## config.mk

```make
export PLATFORM = sky130hd
export DESIGN_NAME = rsc_fail_log
export DESIGN_NICKNAME = d
export VERILOG_FILES = /design/src/rtl/rsc_pkg.sv /design/src/rtl/rsc_fail_log.sv
export SDC_FILE = /design/constraint.sdc
export NUM_CORES = 1
export LEC_CHECK = 0
export BUFFER_PORTS_ARGS = -buffer_cell sky130_fd_sc_hd__buf_2
export CAP_MARGIN = 10
export CORE_UTILIZATION = 51
export CTS_CLUSTER_SIZE = 28
export DETAILED_ROUTE_END_ITERATION = 12
export PLACE_DENSITY = 0.73
export SLEW_MARGIN = 20
export SYNTH_ARGS = -nofsm -noshare
export SYNTH_HDL_FRONTEND = slang
export SYNTH_SLANG_ARGS = --single-unit
```

## constraint.sdc

```tcl
create_clock -name clk -period 4.4 [get_ports clk]
set_clock_uncertainty 0.05 [all_clocks]
set_input_delay 1.1 -clock clk [delete_from_list [all_inputs] [get_ports clk]]
set_output_delay 1.1 -clock clk [all_outputs]
set_load 0.05 [all_outputs]
```

## src/rtl/rsc_pkg.sv

```systemverilog
package rsc_pkg;
    localparam int NMEM  = 3;
    localparam int MAXW  = 4;
    localparam int AW    = 4;
    localparam int ELW   = 3;
    localparam int BGW   = 2;
    localparam int MIDW  = (NMEM > 1) ? $clog2(NMEM) : 1;
    localparam int BITW  = (MAXW > 1) ? $clog2(MAXW) : 1;
    localparam int IDX_W = $clog2(MAXW + 1);

    typedef struct packed {
        logic [MIDW-1:0] mem_id;
        logic [AW-1:0]   addr;
        logic [BITW-1:0] bit_idx;
        logic [ELW-1:0]  elem;
        logic [BGW-1:0]  bg;
    } fail_entry_t;

    localparam int ENTRY_W = $bits(fail_entry_t);
endpackage

```

## src/rtl/rsc_fail_log.sv

```systemverilog
// Fail record queue accepting up to NMEM records per cycle.
module rsc_fail_log
    import rsc_pkg::*;
#(
    parameter int DEPTH = 4,
    localparam int PTR_W = (DEPTH > 1) ? $clog2(DEPTH) : 1,
    localparam int CNT_W = $clog2(DEPTH + 1)
) (
    input  logic                   clk,
    input  logic                   rst_n,
    input  logic [NMEM-1:0]        push,
    input  fail_entry_t [NMEM-1:0] push_ent,
    input  logic                   pop,
    output fail_entry_t            head,
    output logic [CNT_W-1:0]       count,
    output logic                   ovf
);
    typedef struct packed {
        fail_entry_t [DEPTH-1:0] slots;
        logic [PTR_W-1:0]        rd_ptr;
        logic [CNT_W-1:0]        count;
        logic                    ovf;
    } log_state_t;

    log_state_t s_d, s_q;

    always_comb begin
        int fill;
        s_d  = s_q;
        fill = int'(s_q.count);
        if (pop && fill > 0) begin
            s_d.rd_ptr = s_q.rd_ptr + 1'b1;
            fill       = fill - 1;
        end
        for (int m = 0; m < NMEM; m++) begin
            if (push[m]) begin
                if (fill < DEPTH) begin
                    s_d.slots[PTR_W'(int'(s_d.rd_ptr) + fill)] = push_ent[m];
                    fill = fill + 1;
                end else begin
                    s_d.ovf = 1'b1;
                end
            end
        end
        s_d.count = CNT_W'(fill);
    end

    always_ff @(posedge clk or negedge rst_n) begin
        if (!rst_n) s_q <= '0;
        else        s_q <= s_d;
    end

    assign head  = s_q.slots[s_q.rd_ptr];
    assign count = s_q.count;
    assign ovf   = s_q.ovf;

    a_r8_count_bound: assert property (@(posedge clk) disable iff (!rst_n)
        int'(s_q.count) <= DEPTH);
    a_r8_ovf_sticky: assert property (@(posedge clk) disable iff (!rst_n)
        s_q.ovf |=> s_q.ovf);
    a_r9_empty_pop: assert property (@(posedge clk) disable iff (!rst_n)
        (s_q.count == '0 && push == '0) |=> s_q.count == '0);
    a_r7_all_queued: assert property (@(posedge clk) disable iff (!rst_n)
        (s_q.count == '0 && $countones(push) <= DEPTH)
        |=> int'(s_q.count) == $past($countones(push)));
endmodule

```

Word-level counts from Yosys, hierarchy flattened
Cells that the tools add are included.
W data, S select, Z words.
{"block": "word_totals", "inputBits": 45, "reg_bits": 58}
{"block": "op_classes", "n_addsub": 8, "order_cmp": 11, "muxes": 31, "n_reduce_logical": 4}
{"cell": "$mux W52", "count": 6}
{"cell": "$mux W32", "count": 5}
{"cell": "$bwmux W52", "count": 3}
{"cell": "$lt A32 B4 Y1 const B", "count": 3}
{"cell": "$demux W13 S2", "count": 3}
{"cell": "$add A32 B2 Y32 const B", "count": 2}
{"cell": "$mux W13", "count": 4}
{"cell": "$bmux W13 S2", "count": 1}
{"cell": "$lt A2 B4 Y1 const B", "count": 3}
{"cell": "$add A2 B2 Y2", "count": 3}
{"cell": "$ge A2 B1 Y1 const B", "count": 3}
{"cell": "$mux W1", "count": 6}
{"cell": "$mux W3", "count": 2}
{"cell": "$logic_and A1 B1 Y1", "count": 4}
{"cell": "$sub A3 B1 Y4 const B", "count": 1}
{"cell": "$add A3 B2 Y3 const B", "count": 1}
{"cell": "$gt A3 B1 Y1 const B", "count": 1}
{"cell": "$lt A2 B3 Y1 const B", "count": 1}
{"cell": "$add A2 B1 Y2 const B", "count": 1}
{"cell": "$mux W2", "count": 1}

Longest topological paths before layout
Gate-level depths: netlist (run 1).
{"block": "logic_depth", "word_depth": 17, "ltp_mapped": 20, "ltp_nobuf": 18}

Worst setup path after synthesis (run 1)
OpenSTA, ideal clock, no wires.
{"block": "synth_timing", "path_kind": "in2reg", "from": "input pop", "to": "register s_q[10] (netlist bit)", "slack_ns": -0.453, "arrival_time_ns": 4.678, "setup_time_ns": 0.125, "path_buffers": 1, "stages": 14, "cell_sequence": "nor3b_1 -> nand2_1 -> inv_1 -> nand2_1 -> ha_1 -> nor4b_1 -> o211ai_1 -> a2111oi_2 -> inv_1 -> a221o_1 -> a2111oi_4 -> o2111ai_2 -> buf_6 -> mux2_4"}
{"item": "start, declared", "line_no": "rsc_fail_log.sv:13", "text": "input logic pop,"}
{"item": "end signal, assigned", "line_no": "rsc_fail_log.sv:49", "text": "if (!rst_n) s_q <= '0;"}
{"item": "end signal, assigned", "line_no": "rsc_fail_log.sv:50", "text": "else s_q <= s_d;"}
{"item": "end, declared", "line_no": "rsc_fail_log.sv:25", "text": "log_state_t s_d, s_q;"}

==> results.md, run 1 <==
- Status: finished, violations left
- Failing checks: negative setup slack
- Die area: 0.00818 sq mm
- Crit path max fanout: 7
- CP Launch Type: primary input
- First-pass GRT wire length: 17.6 mm
- CTS tree: done
- Fill cell count: 462
- CP Capture Point: s_q[13]
- RSZ-0062 raised after global routing: yes
- Final min period: 4.50 ns
- Post-synth cell types: 64
- Skew-Pair Late Insertion Delay: 0.33 ns
- Vias in the first global route: 3549
- Critical path class: in2reg
- Slew headroom: 0.417
- CTS root buffer: clkbuf_8
- Reg-to-Reg Start: count[0]
- GRT Overall Usage: 0.277
- Final hold violations: 0
- Leading post-synthesis cells by cell area: dfrtp_1 (36%), mux2_4 (7.5%), mux4_2 (7.3%), mux2i_1 (6.5%), ha_1 (4.1%)
- ANT cells: 0
- Final worst slack: -0.102 ns
- Detailed-route vias per instance: 5.89
- First drt pass iteration count: 5
- Chip Width: 90.4 um
- Hold Path Class: reg2reg
- Max-cap violations: 0
- Die H: 90.4 um
- Period utilization: 1.02
- Slew @ Worst Pin: 0.874 ns
- Hpwl dp: 7.11 mm
- Ports: 62
- Final Slew Violations: 0
- Cell Area, Synth: 0.00399 sq mm
- TritonCTS Sinks: 58
- CP endpoint kind: flip-flop
- Tot Pwr: 5020 uW
- # DRC: 0
- R2r setup slk: -0.08 ns
- Register Area: 0.00146 sq mm
- Core area: 0.00741 sq mm
- LEAKAGE: 0.00245 uW
- Pin count of the biggest net entering global routing: 38
- Post-Route WL: 11.0 mm
- Starting Density: 0.538
- Final hold slack: 0.323 ns
- CP Data Required Time: 4.56 ns
- Final Wtd Congestion: 0.939
- Area added between synthesis and finish: 34.1%
- Design Area, Final: 0.00535 sq mm
- Pwr Density: 939 mW/mm^2
- Leading area contributor after synthesis: dfrtp_1
- DRT antenna net count: 0
- Share of cells above drive strength 1: 0.525
- Rows: 31
- First DRT Iteration DRCs: 167
- Asr flop ratio synth: 1.00
- Hold Path Depth: 0
- Final setup fails: 26
- Crit-path cells: buf_6, inv_12, or3_4, nand2_4, ha_4, nand3_2, ha_4, nor4bb_2, nand3_1, buf_4, o21ai_0, nor4bb_2, o22ai_2, a2111oi_4, buf_4, o2111ai_4, buf_12, mux2_4
- Worst path max stage delay: 0.38 ns
- Mapped Avg Cell Area: 10.7 sq um
- Yosys warning total: 0
- Global route overflow: 0
- Worst-path clk slew: 0.06 ns
- Synth Flop Type: dfrtp_1
- Peak VDD IR: 578 uV
- TritonCTS Buffers: 9
- Cell Area, Placed: 0.00477 sq mm
- Multi-input logic area: 0.00257 sq mm
- Crit path DAT: 4.67 ns
- Synth top area share: 0.364
- Max clock buf depth: 2
- CP max-delay cell: or3_4
- Wirelength per Cell: 19.1 um
- Reg-to-reg critical path endpoint: s_q[13]
- Worst setup startpoint: pop
- Post-synthesis sequential element count: 58
- Syn_nets: 430
- Fmax: 222 MHz
- DR vias: 3386
- H-tree depth: 3
- Final core occ: 0.722
- EDFF count, synth: 0
- Seq/Total Area, Yosys: 0.364
- Initial antenna violation count: 0
- Worst r2r path cells: 20
- Fin nets: 529
- Port Buf Inserts: 61
- Synth Instances: 372
-- layout make-up --
cell class	instances	area share
Sequential cell	58	0.272
Timing Repair Buffer	137	0.179
Tap cell	99	0.0232
Multi-Input combinational cell	253	0.481
Clock buffer	11	0.0264
Clock inverter	5	0.00562
Inverter	12	0.0117
-- where the power goes --
group | total, uW | leakage (uW) | switching, uW | internal [uW]
Clock | 424 | 0.0000851 | 208 | 216
Sequential | 872 | 0.000734 | 167 | 705
Combinational | 3730 | 0.00163 | 1840 | 1890
-- cells by family after synthesis --
kind of cell	count (synthesis)	synth area share
AOI/OAI and AO/OA	73	0.139
xor gates and xnor gates	15	0.0367
adders and majority gates	13	0.0408
buffers and inverters	61	0.0684
DFF	58	0.364
muxes	67	0.237
and+or+nand+nor	85	0.115
-- cell usage after synthesis, drive strengths merged (2+ instances only) --
master,number
nor3,3
a31oi,2
or3,2
nor4,2
o21ai,22
o22ai,2
and3,4
or3b,2
mux2,28
nand2b,4
xor2,4
or2,2
nand3,6
dfrtp,58
xnor2,10
o21a,2
a21oi,19
buf,13
a2111oi,2
o311ai,3
mux2i,26
nor2,19
nand2,27
o211ai,4
a221oi,2
mux4,13
o2111ai,2
inv,12
a211oi,2
nor3b,3
nor4bb,2
clkbuf,36
nor4b,2
ha,13
-- cell usage in the layout (no fill, tap or decap), types with 4 or more instances in the layout --
master | Yosys | final
ha_4 | 0 | 6
nand2_1 | 27 | 22
mux2i_1 | 26 | 26
dfrtp_1 | 58 | 55
mux2_4 | 20 | 24
o21ai_0 | 22 | 18
buf_4 | 4 | 69
nor2_1 | 18 | 17
buf_2 | 4 | 60
xnor2_1 | 10 | 8
a21oi_1 | 19 | 18
and3_1 | 4 | 4
mux4_2 | 13 | 13
o211ai_1 | 4 | 4
clkbuf_8 | 0 | 10
ha_1 | 13 | 6
inv_1 | 12 | 8
nand2b_1 | 4 | 4
nand3_1 | 6 | 5
mux2_2 | 8 | 4
buf_12 | 0 | 4
-- stage by stage --
step                      std cells  worst slack, ns  TNS (ns)
after floorplan                 372           -0.104     -2.09
after global placement          540           -0.423    -11.15
after detailed placement        540           -0.423    -11.47
after CTS                       576          -0.0782     -1.21
after global routing            575           -0.269     -6.03
final                           575           -0.102     -1.83
-- layer usage --
metal | share of wire | track usage | up-vias
li1 | - | - | 1541
met1 | 0.43 | 0.367 | 1661
met2 | 0.50 | 0.456 | 155
met3 | 0.054 | 0.0505 | 29
met4 | 0.022 | 0.0995 | 0
met5 | 0 | 0 | -
-- critical path, delay by kind of cell --
kind | cells | cell delay, ns
mux | 1 | 0.29
simple gates | 6 | 1.33
compound gates | 4 | 0.84
fa+ha+maj | 2 | 0.40
buf+inv | 5 | 0.70
-- flip-flops by register name (all words and copies together), names as in the netlist --
register / count
count: 3
s_q: 54
ovf: 1
-- worst min path at each step --
stage,from,to,slack (ns)
5_1_grt,s_q[34],s_q[34],0.33
4_1_cts,s_q[34],s_q[34],0.33
6_report,s_q[48],s_q[48],0.32
3_3_place_gp,s_q[35],s_q[35],0.31
3_5_place_dp,s_q[34],s_q[34],0.31
2_1_floorplan,s_q[32],s_q[32],0.37
-- what timing repair did --
action / CTS / global route
cloned: 2 / 0
setup endpoints to repair: 28 / 30
pin swaps: 15 / 10
hold buffers: 0 / 0
setup buffers: 18 / 1
resized for setup: 31 / 17
No activity file was read; power rests on OpenSTA's default activity.
==> run 2, diff against run 1 <==
--- a/config.mk
+++ b/config.mk
@@ -5,7 +5,7 @@
 export SDC_FILE = /design/constraint.sdc
 export NUM_CORES = 1
 export LEC_CHECK = 0
-export BUFFER_PORTS_ARGS = -buffer_cell sky130_fd_sc_hd__buf_2
+export BUFFER_PORTS_ARGS = -buffer_cell sky130_fd_sc_hd__clkbuf_2
 export CAP_MARGIN = 10
 export CORE_UTILIZATION = 51
 export CTS_CLUSTER_SIZE = 28
==> results.md, run 2 (synthesis gave the netlist of run 1 again) <==
- Number of flip-flops in the largest register: 54 (unchanged)
- Wirelength per Cell: 18.3 um (-4.2%)
- Detailed-route vias per instance: 5.73 (-2.7%)
- GR Util met2: 0.436 (-0.0197)
- First DRT Iteration DRCs: 169 (+1.2%)
- Die H: 90.4 um (unchanged)
- Failing checks: negative setup slack
- Switch share: 0.428 (-0.0123)
- Hpwl dp: 7.12 mm (+0.15%)
- Final hold slack: 0.322 ns (-0.000725 ns)
- Worst-path clk slew: 0.06 ns (about the same)
- Area added between synthesis and finish: 35.9%
- Peak VDD IR: 584 uV (+1.2%)
- Slew headroom: 0.395 (-0.0228)
- First-pass GRT wire length: 17.0 mm (-3.5%)
- Fin nets: 535 (+1.1%)
- Final min period: 4.54 ns (+0.0395 ns)
- Max clock buf depth: 2 (unchanged)
- Pin count of the biggest net entering global routing: 38 (unchanged)
- Share of cells above drive strength 1: 0.535 (+0.0101)
- Hold Path Class: reg2reg
- Most Used Layer, Global Route: met2
- Fill cell count: 483 (+4.5%)
- Leading cell type in the layout, fill and taps excluded: buf_4
- Pwr Density: 919 mW/mm^2 (-2.2%)
- Final hold violations: 0 (unchanged)
- Final setup fails: 26 (unchanged)
- Die area: 0.00818 sq mm (unchanged)
- Cell Area, Placed: 0.00481 sq mm (+0.79%)
- Vias in the first global route: 3522 (-0.76%)
- RSZ-0062 raised after global routing: yes
- Rows: 31 (unchanged)
- Layout Cells excl Fill: 581 (+1.0%)
- Final core occ: 0.732 (+0.00996)
- TritonCTS Sinks: 58 (unchanged)
- Slew @ Worst Pin: 0.908 ns (+0.0342 ns)
- Crit path max fanout: 7 (unchanged)
- Post-Route WL: 10.6 mm (-3.2%)
- Comb pwr share: 0.735 (-0.007)
- Period utilization: 1.03 (+0.00898)
- Fmax: 220 MHz (-0.87%)
- Global route overflow: 0 (unchanged)
- Skew-Pair Late Insertion Delay: 0.33 ns (about the same)
- H-tree depth: 3 (unchanged)
- DR vias: 3328 (-1.7%)
- ANT cells: 0 (unchanged)
- Internal: 2850 uW (+1.4%)
- CP Launch Type: primary input
- LEAKAGE: 0.00249 uW (+1.6%)
- Top reg by flops: s_q
- # DRC: 0 (unchanged)
- M1 GR Usage: 0.347 (-0.0198)
- CP Data Required Time: 4.56 ns (about the same)
- Ports: 62 (unchanged)
- Core area: 0.00741 sq mm (unchanged)
- Status: finished, violations left
- Final worst slack: -0.141 ns (-0.0395 ns)
- Grt met3 use: 0.0488 (-0.00168)
- Dpl cells: 545 (+0.93%)
- DRT antenna net count: 0 (unchanged)
- Switching power total: 2130 uW (-3.6%)
- Port Buf Inserts: 61 (unchanged)
- CP endpoint kind: flip-flop
- GRT Overall Usage: 0.265 (-0.0123)
- Starting Density: 0.538 (unchanged)
- Final Wtd Congestion: 0.887 (-5.5%)
- Chip Width: 90.4 um (unchanged)
- CTS tree: done
- Design Area, Final: 0.00542 sq mm (+1.4%)
- CTS root buffer: clkbuf_8
- Final Slew Violations: 0 (unchanged)
- Most frequent cells in the layout: buf_4 (73), clkbuf_2 (60), dfrtp_1 (55), mux2i_1 (26), nand2_1 (22)
- Clock Power Share: 0.091 (+0.007)
- Reg power frac: 0.174 (about the same)
- Max-cap violations: 0 (unchanged)
- Initial antenna violation count: 0 (unchanged)
- Tot Pwr: 4980 uW (-0.82%)
- First drt pass iteration count: 5 (unchanged)
- Crit path DAT: 4.70 ns (+0.03 ns)
- TritonCTS Buffers: 9 (unchanged)
- Critical path class: in2reg
## run 2: cell count changes in the layout (fill, tap and decap cells not counted), sizes merged
| cell | change |
|---|---|
| clkinvlp | -2 |
| bufinv | +1 |
| buf | -56 |
| clkbuf | +64 |
| clkinv | -1 |
## run 2: worst paths after layout
path / from / to / slack (ns) / cells after the start
setup / recovery: pop / s_q[14] / -0.14 / 18
hold / removal: s_q[49] / s_q[49] / 0.32 / 0
setup reg to reg: count[0] / s_q[14] / -0.11 / 19
hold reg to reg: s_q[49] / s_q[49] / 0.32 / 0
max in group asynchronous: rst_n / s_q[21] / 2.63 / 2
min in group asynchronous: rst_n / s_q[56] / 0.83 / 1
## run 2: per-stage QoR
stage / setup slack, ns / setup TNS (ns)
2_1_floorplan: -0.104 / -2.09
3_3_place_gp: -0.376 / -10.42
3_5_place_dp: -0.476 / -13.18
4_1_cts: -0.0515 / -0.257
5_1_grt: -0.186 / -4.48
6_report: -0.141 / -3.16
## run 2: power by group through the flow
stage | clock network (uW) | registers (uW) | logic, uW
floorplan | 0 | 780 | 2350
global placement | 0 | 866 | 3030
detailed placement | 0 | 872 | 3110
CTS | 470 | 866 | 3440
global route | 496 | 893 | 3880
finish | 453 | 869 | 3660
## run 2: critical path, cell delays in order
cell,delay [ns]
buf_8,0.11
inv_12,0.03
buf_4,0.14
and3_4,0.15
or2_4,0.27
buf_6,0.13
nand2_4,0.06
ha_4,0.21
and2_4,0.13
and4_4,0.20
o41ai_4,0.39
a211oi_2,0.10
or3b_4,0.44
a2111oi_4,0.38
buf_4,0.17
o2111ai_2,0.17
buf_6,0.22
mux2_4,0.30
## run 2: final cells by class
class                      count  area, sq um  area share
multi-input combinational    253         2580       0.476
sequential                    58         1460       0.268
timing repair buffer         143         1020       0.188
clock buffer                  13          139      0.0256
tap                           99          124      0.0229
inverter                      12         62.6      0.0115
clock inverter                 3         40.0     0.00739
## run 2: metal layers
metal / share of wire / wire length, um
met5: 0 / 0
met4: 0.031 / 324
met3: 0.048 / 509
met2: 0.50 / 5300
met1: 0.42 / 4480
## run 2: timing repair
item	4_1_cts	5_1_grt
gates cloned	1	1
endpoints found under the setup margin	28	30
resized for setup	27	25
pin swaps	16	19
hold buffers	0	0
buffers inserted	16	7
==> run 3, diff against run 2 <==
--- a/config.mk
+++ b/config.mk
@@ -5,12 +5,14 @@
 export SDC_FILE = /design/constraint.sdc
 export NUM_CORES = 1
 export LEC_CHECK = 0
+export ABC_AREA = 1
 export BUFFER_PORTS_ARGS = -buffer_cell sky130_fd_sc_hd__clkbuf_2
 export CAP_MARGIN = 10
 export CORE_UTILIZATION = 51
 export CTS_CLUSTER_SIZE = 28
 export DETAILED_ROUTE_END_ITERATION = 12
-export PLACE_DENSITY = 0.73
+export GPL_ROUTABILITY_DRIVEN = 0
+export PLACE_DENSITY = 0.72
 export SLEW_MARGIN = 20
 export SYNTH_ARGS = -nofsm -noshare
 export SYNTH_HDL_FRONTEND = slang
==> results.md, run 3 <==
- Most frequent cells in the layout: nand2_1 (160), clkbuf_2 (61), dfrtp_1 (58), o21ai_0 (53), nor2_1 (46)
- Fmax: 243 MHz (+10%)
- CP Capture Point: s_q[12]
- Post-synth cell types: 38 (-41%)
- Seq/Total Area, Yosys: 0.341 (-0.0227)
- CP Launch Type: primary input
- Core area: 0.00789 sq mm (+6.5%)
- Fin nets: 672 (+26%)
- Most numerous cell in the Yosys netlist: nand2_1
- Pin count of the biggest net entering global routing: 36 (-5.3%)
- Die area: 0.00871 sq mm (+6.5%)
- Worst setup startpoint: pop
- Post-Route WL: 10.7 mm (+0.69%)
- Crit path DAT: 4.33 ns (-0.37 ns)
- Final min period: 4.11 ns (-0.428 ns)
- GRT Overall Usage: 0.261 (-0.00360)
- Post-synth top cells: nand2_1 (160), dfrtp_1 (58), o21ai_0 (53)
- Multi-input logic area: 0.00236 sq mm (-8.7%)
- # DRC: 0 (unchanged)
- CTS tree: done
- CTS root buffer: clkbuf_8
- Cell Area, Synth: 0.00425 sq mm (+6.7%)
- Mapped Avg Cell Area: 7.35 sq um (-31%)
- Max clock buf depth: 2 (unchanged)
- Pre-CTS WS: 0.000455 ns (+0.476 ns)
- First DRT Iteration DRCs: 232 (+37%)
- Fill cell count: 709 (+47%)
- Top reg by flops: s_q
- Global route overflow: 0 (unchanged)
- Vias in the first global route: 3783 (+7.4%)
- DR vias: 3933 (+18%)
- Slew @ Worst Pin: 0.837 ns (-0.0709 ns)
- Final worst slack: 0.287 ns (+0.428 ns)
- CP endpoint kind: flip-flop
- ANT cells: 0 (unchanged)
- Number of flip-flops in the largest register: 54 (unchanged)
- Synth Instances: 579 (+56%)
- Hold Path Class: reg2reg
- Leading post-synthesis cells by cell area: dfrtp_1 (34%), nand2_1 (14%), mux2_2 (6.9%), o21ai_0 (6.2%), nand4_1 (4.6%)
- Register Area: 0.00145 sq mm (-0.26%)
- Chip Width: 93.3 um (+3.2%)
- Synth top area share: 0.341 (-0.0227)
- Reg-to-Reg Start: count[0]
- Area added between synthesis and finish: 12.9%
- First drt pass iteration count: 4 (-1)
- Post-synthesis sequential element count: 58 (unchanged)
- H-tree depth: 3 (unchanged)
- Rows: 32 (+3.2%)
- DRT antenna net count: 0 (unchanged)
- Asr flop ratio synth: 1.00 (unchanged)
- Final setup fails: 0 (-100%)
- Worst r2r path cells: 25 (+6)
- Ports: 62 (unchanged)
- Final hold violations: 0 (unchanged)
- Starting Density: 0.539 (+0.000928)
- Slew headroom: 0.442 (+0.0473)
- Leading cell type in the layout, fill and taps excluded: nand2_1
- Leading area contributor after synthesis: dfrtp_1
- EDFF count, synth: 0 (unchanged)
- Max-cap violations: 0 (unchanged)
- Setup Buffers After CTS: 0 (-16)
- Status: completed
- Die H: 93.3 um (+3.2%)
- First-pass GRT wire length: 17.8 mm (+4.3%)
- Share of cells above drive strength 1: 0.246 (-0.290)
- R2r setup slk: 0.30 ns (+0.41 ns)
- Final Slew Violations: 0 (unchanged)
- Initial antenna violation count: 0 (unchanged)
- Yosys warning total: 0 (unchanged)
- TritonCTS Sinks: 58 (unchanged)
- Critical path class: in2reg
- Reg-to-reg critical path endpoint: s_q[12]
- Syn_nets: 637 (+48%)
- Worst-path clk slew: 0.07 ns (about the same)
- Crit path max fanout: 10 (+3)
- CP Data Required Time: 4.62 ns (+0.06 ns)
- TritonCTS Buffers: 9 (unchanged)
- Skew-Pair Late Insertion Delay: 0.33 ns (about the same)
- Hpwl dp: 7.93 mm (+11%)
- Synth Flop Type: dfrtp_1
- Detailed-route vias per instance: 5.45 (-4.8%)
- Port Buf Inserts: 61 (unchanged)
- Period utilization: 0.935 (-0.0973)
- Wirelength per Cell: 14.8 um (-19%)
## run 3: cell types whose count changed in the layout (fill, tap and decap cells not counted), moves of 13 or more
cell and change:
mux4_2 -13, mux2i_1 -26, buf_4 -52, a21oi_1 -18
mux2_2 +19, nand4_1 +31, o21ai_0 +35, inv_1 +32
nand3_1 +26, nor2_1 +28, nand2_1 +138, mux2_4 -21
## run 3: kinds of logic (layout without fill, tap and decap cells)
family	after synthesis	after routing	synth area share
xor gates and xnor gates	11	11	0.0244
and+or+nand+nor	291	292	0.312
adders and majority gates	13	13	0.0382
AOI/OAI and AO/OA	77	77	0.106
muxes	26	26	0.0688
buffers and inverters	103	142	0.109
DFF	58	58	0.341
## run 3: timing repair
action,4_1_cts,5_1_grt
hold buffers,0,0
endpoints found under the setup margin,0,1
gates resized for setup,0,3
## run 3: cell type report
| cell class | instances | share of cell area |
|---|---|---|
| multi-input combinational | 419 | 0.491 |
| sequential | 58 | 0.302 |
| timing repair buffer | 82 | 0.0965 |
| inverter | 44 | 0.0347 |
| clock buffer | 11 | 0.0274 |
| tap | 102 | 0.0266 |
| clock inverter | 5 | 0.0214 |
## run 3: per-layer routing
layer,share of wire,track usage,up-vias
met5,0,0,-
met4,0.0076,0.0615,0
met3,0.055,0.0423,9
met2,0.47,0.429,122
met1,0.46,0.360,1843
li1,-,-,1959
## run 3: stage by stage
stage                     cell area (sq um)  utilization  hold WS, ns  TNS [ns]  instances
final                                  4800        0.609        0.324         0        721
after global routing                   4800        0.609        0.333  -0.00341        721
after CTS                              4780        0.606        0.328         0        720
after detailed placement               4550        0.576        0.312         0        704
after global placement                 4550        0.576        0.310         0        704
after floorplan                        4250            -        0.374         0        579
## run 3: how the worst min path moves through the flow
stage / cells after the start / slack, ns / to / startpoint
4_1_cts: 0 / 0.33 / s_q[41] / s_q[41]
2_1_floorplan: 1 / 0.37 / s_q[32] / s_q[32]
6_report: 0 / 0.32 / s_q[44] / s_q[44]
3_5_place_dp: 0 / 0.31 / s_q[38] / s_q[38]
5_1_grt: 0 / 0.33 / s_q[39] / s_q[39]
3_3_place_gp: 0 / 0.31 / s_q[39] / s_q[39]
## run 3: worst max-delay path, cell delays in order
cell and delay [ns]:
clkbuf_2 0.10, nand2_2 0.16, nand2_1 0.12, o21ai_4 0.12, ha_1 0.22, nand3_1 0.09
ha_1 0.28, inv_1 0.05, o211ai_1 0.16, nand2_1 0.08, nor2_1 0.11, nand2_1 0.07
nand2_2 0.07, nand2_2 0.06, xor2_1 0.17, inv_1 0.10, ha_1 0.21, xor2_1 0.19
xor2_2 0.24, nor2_4 0.18, buf_4 0.21, nand4_1 0.12, nand2_1 0.11
Power of run 3 is left out: the tool's default activity adds up to more than one toggle a clock period on the data nets, which glitch-free logic cannot reach.
